**src/rtl/mds_pkg.sv**
```systemverilog
package mds_pkg;

    // Default operand width (sign + magnitude) and accumulator guard bits
    localparam int DEF_DATA_W  = 8;
    localparam int DEF_GUARD_W = 9;

    // Direction in which the adder result left the representable range
    typedef enum logic [1:0] {
        SAT_NONE = 2'b00,
        SAT_HI   = 2'b01,
        SAT_LO   = 2'b10
    } sat_e;

    // One approximate product term in sign-magnitude form
    typedef struct packed {
        logic                    neg;
        logic [DEF_DATA_W-2:0]   mag;
    } term_t;

endpackage

```
**src/rtl/mds_term.sv**
```systemverilog
module mds_term #(
    parameter int DATA_W = mds_pkg::DEF_DATA_W,
    localparam int MAG_W = DATA_W - 1
) (
    input  logic [DATA_W-1:0] op_a,
    input  logic [DATA_W-1:0] op_b,
    output logic              term_neg,
    output logic [MAG_W-1:0]  term_mag
);

    logic [MAG_W-1:0] mag_a;
    logic [MAG_W-1:0] mag_b;
    logic             a_smaller;
    logic             sign_differ;

    assign mag_a = op_a[MAG_W-1:0];
    assign mag_b = op_b[MAG_W-1:0];

    // Magnitude comparator drives the select of a 2:1 mux
    assign a_smaller = (mag_a < mag_b);
    assign term_mag  = a_smaller ? mag_a : mag_b;

    // Sign agreement: XOR of the sign bits, suppressed for a zero term
    assign sign_differ = op_a[DATA_W-1] ^ op_b[DATA_W-1];
    assign term_neg    = sign_differ && (term_mag != '0);

endmodule

```
**src/rtl/mds_accum.sv**
```systemverilog
module mds_accum #(
    parameter int MAG_W = mds_pkg::DEF_DATA_W - 1,
    parameter int ACC_W = MAG_W + mds_pkg::DEF_GUARD_W
) (
    input  logic             clk,
    input  logic             rst,
    input  logic             en,
    input  logic             first,
    input  logic             term_neg,
    input  logic [MAG_W-1:0] term_mag,
    output logic [ACC_W-1:0] acc_q,
    output logic [ACC_W-1:0] acc_d
);
    import mds_pkg::*;

    localparam logic [ACC_W-1:0] ACC_MAX = {1'b0, {(ACC_W-1){1'b1}}};
    localparam logic [ACC_W-1:0] ACC_MIN = {1'b1, {(ACC_W-1){1'b0}}};

    logic [ACC_W-1:0] base;
    logic [ACC_W-1:0] term_ext;
    logic [ACC_W-1:0] term_signed;
    logic [ACC_W:0]   wide_sum;
    sat_e             sat_dir;
    logic [ACC_W-1:0] clamped;

    assign base        = first ? '0 : acc_q;
    assign term_ext    = {{(ACC_W-MAG_W){1'b0}}, term_mag};
    assign term_signed = term_neg ? (~term_ext + 1'b1) : term_ext;
    assign wide_sum    = {base[ACC_W-1], base} + {term_signed[ACC_W-1], term_signed};

    always_comb begin
        if (wide_sum[ACC_W] == wide_sum[ACC_W-1]) begin
            sat_dir = SAT_NONE;
        end else if (wide_sum[ACC_W]) begin
            sat_dir = SAT_LO;
        end else begin
            sat_dir = SAT_HI;
        end
    end

    always_comb begin
        unique case (sat_dir)
            SAT_HI:  clamped = ACC_MAX;
            SAT_LO:  clamped = ACC_MIN;
            default: clamped = wide_sum[ACC_W-1:0];
        endcase
    end

    assign acc_d = en ? clamped : acc_q;

    always_ff @(posedge clk) begin
        if (rst) begin
            acc_q <= '0;
        end else begin
            acc_q <= acc_d;
        end
    end

endmodule

```
**src/rtl/mds_present.sv**
```systemverilog
module mds_present #(
    parameter int ACC_W = mds_pkg::DEF_DATA_W - 1 + mds_pkg::DEF_GUARD_W
) (
    input  logic             clk,
    input  logic             rst,
    input  logic             fire,
    input  logic [ACC_W-1:0] sum_in,
    output logic             out_valid,
    output logic [ACC_W-1:0] out_sum
);

    always_ff @(posedge clk) begin
        if (rst) begin
            out_valid <= 1'b0;
            out_sum   <= '0;
        end else begin
            out_valid <= fire;
            if (fire) begin
                out_sum <= sum_in;
            end
        end
    end

endmodule

```
**src/rtl/mds_dot.sv**
```systemverilog
module mds_dot #(
    parameter int DATA_W  = mds_pkg::DEF_DATA_W,
    parameter int GUARD_W = mds_pkg::DEF_GUARD_W,
    localparam int MAG_W  = DATA_W - 1,
    localparam int ACC_W  = MAG_W + GUARD_W
) (
    input  logic              clk,
    input  logic              rst,
    input  logic              in_valid,
    input  logic              in_first,
    input  logic              in_last,
    input  logic [DATA_W-1:0] act,
    input  logic [DATA_W-1:0] wgt,
    output logic              out_valid,
    output logic [ACC_W-1:0]  out_sum
);

    logic             term_neg;
    logic [MAG_W-1:0] term_mag;
    logic [ACC_W-1:0] acc;
    logic [ACC_W-1:0] acc_next;
    logic             fire;

    mds_term #(.DATA_W(DATA_W)) u_term (
        .op_a     (act),
        .op_b     (wgt),
        .term_neg (term_neg),
        .term_mag (term_mag)
    );

    mds_accum #(.MAG_W(MAG_W), .ACC_W(ACC_W)) u_accum (
        .clk      (clk),
        .rst      (rst),
        .en       (in_valid),
        .first    (in_first),
        .term_neg (term_neg),
        .term_mag (term_mag),
        .acc_q    (acc),
        .acc_d    (acc_next)
    );

    assign fire = in_valid && in_last;

    mds_present #(.ACC_W(ACC_W)) u_present (
        .clk       (clk),
        .rst       (rst),
        .fire      (fire),
        .sum_in    (acc_next),
        .out_valid (out_valid),
        .out_sum   (out_sum)
    );

endmodule

```
**config.mk**
```make
export PLATFORM = sky130hd
export DESIGN_NAME = mds_dot
export DESIGN_NICKNAME = d
export VERILOG_FILES = /design/src/rtl/mds_pkg.sv /design/src/rtl/mds_term.sv /design/src/rtl/mds_accum.sv /design/src/rtl/mds_present.sv /design/src/rtl/mds_dot.sv
export SDC_FILE = /design/constraint.sdc
export NUM_CORES = 1
export LEC_CHECK = 0
export BUFFER_PORTS_ARGS = -buffer_cell sky130_fd_sc_hd__buf_2
export CAP_MARGIN = 10
export CORE_ASPECT_RATIO = 1.1
export CORE_MARGIN = 2
export CORE_UTILIZATION = 53
export CTS_CLUSTER_DIAMETER = 150
export DETAILED_ROUTE_END_ITERATION = 8
export GPL_TIMING_DRIVEN = 0
export PLACE_DENSITY = 0.84
export SETUP_SLACK_MARGIN = 0.2
export SLEW_MARGIN = 30
export SYNTH_ARGS = -nofsm -noshare
export SYNTH_HDL_FRONTEND = slang
export SYNTH_HIERARCHICAL = 1
export SYNTH_SLANG_ARGS = --single-unit
```
**constraint.sdc**
```tcl
create_clock -name clk -period 5.9 [get_ports clk]
set_input_delay 1.18 -clock clk [delete_from_list [all_inputs] [get_ports clk]]
set_output_delay 1.18 -clock clk [all_outputs]
set_load 0.005 [all_outputs]
```
==> results.toml <==
[status]
outcome = "finished, final reports clean"

[logic_synthesis]
ys_seq_area_frac = 0.2421
syn_area_um2 = 2729
ys_ff_latch = 33
ys_types = 56
synth_top_area_share = 0.2421
synth_edf_count = 0
yosys.area.top_type = "dfxtp_1"
syn_inst = 328
synthArstFlopShare = 0
synth_area_leaders = "dfxtp_1, ha_1, mux2i_1, nor2b_1, a21oi_1"
syn_avg_cell_area_um2 = 8.320
yosys_warnings = 6
synth_fp_nets = 375
synth-main-ff-cell = "dfxtp_1"

[cts]
htreeDepth = 2
clock_path_buffers = 2
insertion_delay_ns = 0.29
clockRootBuffer = "clkbuf_8"
hold_buffers = 0
clk_pin_slew_ns = 0.07
cts_tree = "built"
cts_sinks = 33
cts_buffers = 5

[floorplanning]
dieArea_um2 = 5739
dieWidth_um = 72.42
core_um2 = 5000
io_pins = 38
num_rows = 27
die_h_um = 79.26
start_util = 0.5458

[hold_path]
hold_path_end = "u_present/out_sum[12]$_SDFFE_PP0P_"
hold_start = "u_present/out_sum[12]$_SDFFE_PP0P_"
min_path_cells = 2
hp-class = "flop to flop"

[cells_and_area]
final_cell_mix = "buf_2, dfxtp_1, nor2_1, nor2b_1, ha_1"
fill_cells = 397
final_common_cell = "buf_2"
utilization = 0.6912
syn2layout_area_growth_pct = 26.64
register_area_um2 = 660.6
fin_nets = 431
multi_input_area_um2 = 2161
drive_gt1_frac = 0.3073
diodes = 0

[routing]
wl_um = 7123
wl_per_cell_um = 16.12
via_per_inst = 5.946
ant_nets = 0
drt_first_pass_iters = 4
drc = 0
vias = 2628
drt_iter0_drc = 87

[setup_path]
r2r_cells = 16
cp-start-kind = "input port"
rr_startpoint = "u_accum/acc_q[1]$_SDFF_PP0_"
cp_max_fo = 7
end_kind = "flop"
r2r-end = "u_accum/acc_q[14]$_SDFF_PP0_"
path_class = "input port to flop"
cp.arrival_ns = 6.03
r2r_slack_ns = 2.26
worstPathRequired_ns = 6.05

[global_route]
grt_pass1_vias = 2534
antenna_found_initial = 0
grt_first_pass_wirelength_um = 11200
grt_usage = 0.2445
grt_max_degree = 11
overflow = 0

[placed_design]
post-place-ws_ns = -0.6338
io_buffer_count = 37
gp_congestion = 0.8471
hpwl_um = 5075

[timing]
fmax_ghz = 0.1699
worst_slew_pin_slew_ns = 0.7502
fin_crit_ns = 5.885
setup_viol = 0
fin_worst_skew_ns = 0.007688
slew_violations = 0
rsz0062_at_grt = "yes"
setup_tns_ns = 0
fin_crit_sh = 0.9974
finalWorstSetupSlack_ns = 0.01548
hold_violations = 0
hold_slack_ns = 0.4945
relSlewSlack = 0.4869

[pwr]
powerDensity_nw_per_um2 = 369.9
irDropWorstVdd_uv = 318.2
power_uw = 1278
p_leak_uw = 0.001563

[run]
cap_violations = 0
==> worst max path at each step <==
stage,depth (start not counted),start,end
4_1_cts,27,act[2],u_present/out_sum[14]$_SDFFE_PP0P_
2_1_floorplan,27,wgt[2],u_present/out_sum[11]$_SDFFE_PP0P_
3_5_place_dp,26,wgt[2],u_present/out_sum[14]$_SDFFE_PP0P_
6_report,28,wgt[2],u_accum/acc_q[14]$_SDFF_PP0_
5_1_grt,29,wgt[2],u_present/out_sum[14]$_SDFFE_PP0P_
3_3_place_gp,26,wgt[2],u_present/out_sum[14]$_SDFFE_PP0P_
==> cells in the mapped netlist, types with 3 or more instances <==
cell,instances
mux2_4,7
nand4_1,3
nor2b_1,24
a21o_1,12
o21ai_0,18
o21a_1,3
nor2_1,32
xor2_1,5
inv_1,13
a21oi_1,24
and2_1,5
nor3_1,6
a21boi_0,6
xnor2_1,9
o211ai_1,3
a211oi_1,5
o21ai_1,4
nand2b_1,5
dfxtp_1,33
nand3_1,4
mux2i_1,18
buf_2,3
nand2_1,14
clkbuf_1,7
ha_1,25
==> per-layer routing <==
layer  share of wire  up-vias  wire length [µm]  global-route usage
met5               0        -                 0                   0
met4           0.023        0               164             0.08704
met3           0.042       13               300             0.02792
met2            0.52       83              3687              0.4569
met1            0.42     1231              2969              0.2822
li1                -     1301                 -                   -
==> power by group <==
group          total [µW]  switching (µW)  internal [µW]
Combinational         809             440            369
Sequential            296            26.5            270
Clock                 173            80.5           92.5
Total                1280             547            731
==> timing repair <==
action / 4_1_cts / 5_1_grt
gates resized for setup: 47 / 24
cloned: 1 / 0
pin swaps: 28 / 15
endpoints found under the setup margin: 30 / 30
setup buffers: 10 / 1
==> logic make-up after synthesis <==
family          synth area share
simple gates              0.2063
compound gates            0.2316
flops                     0.2421
buf+inv                  0.04860
fa+ha+maj                 0.1220
mux                       0.1045
xor+xnor                 0.04493
==> per-stage QoR <==
step	cells	cell area, µm²
after detailed placement	423	3035
after global routing	442	3456
final	442	3456
after CTS	441	3361
after global placement	423	3035
after floorplan	328	2778
==> registers in the layout (all words and copies together), names as in the netlist <==
| register | count |
|---|---|
| u_present/out_sum | 16 |
| u_present/out_valid | 1 |
| u_accum/acc_q | 16 |
==> final cells by class <==
| cell class | count | share of cell area |
|---|---|---|
| plain buffers | 13 | 0.03403 |
| clock buffers | 7 | 0.02498 |
| inverters | 13 | 0.01484 |
| multi-input cells | 269 | 0.6253 |
| flip-flops and latches | 33 | 0.1912 |
| well taps | 58 | 0.02100 |
| repair buffers | 49 | 0.08870 |
==> critical path: stages <==
cell and delay [ns]:
buf_8 0.10, inv_4 0.04, ha_4 0.19, a21o_1 0.18, a31oi_2 0.17, o221a_1 0.22, buf_6 0.15, mux2_4 0.33
nor4_4 0.29, and2_1 0.16, ha_1 0.22, nand2_1 0.06, o21ai_1 0.06, ha_1 0.30, a21oi_2 0.14, o211ai_1 0.10
a21o_1 0.21, a311o_1 0.32, o31ai_2 0.23, xnor2_1 0.20, ha_2 0.36, buf_8 0.14, nor2_4 0.15, nand2_4 0.11
o21ai_4 0.12, nor2_2 0.07, nand3b_1 0.11, o211ai_1 0.12
No activity file was read; power rests on OpenSTA's default activity.
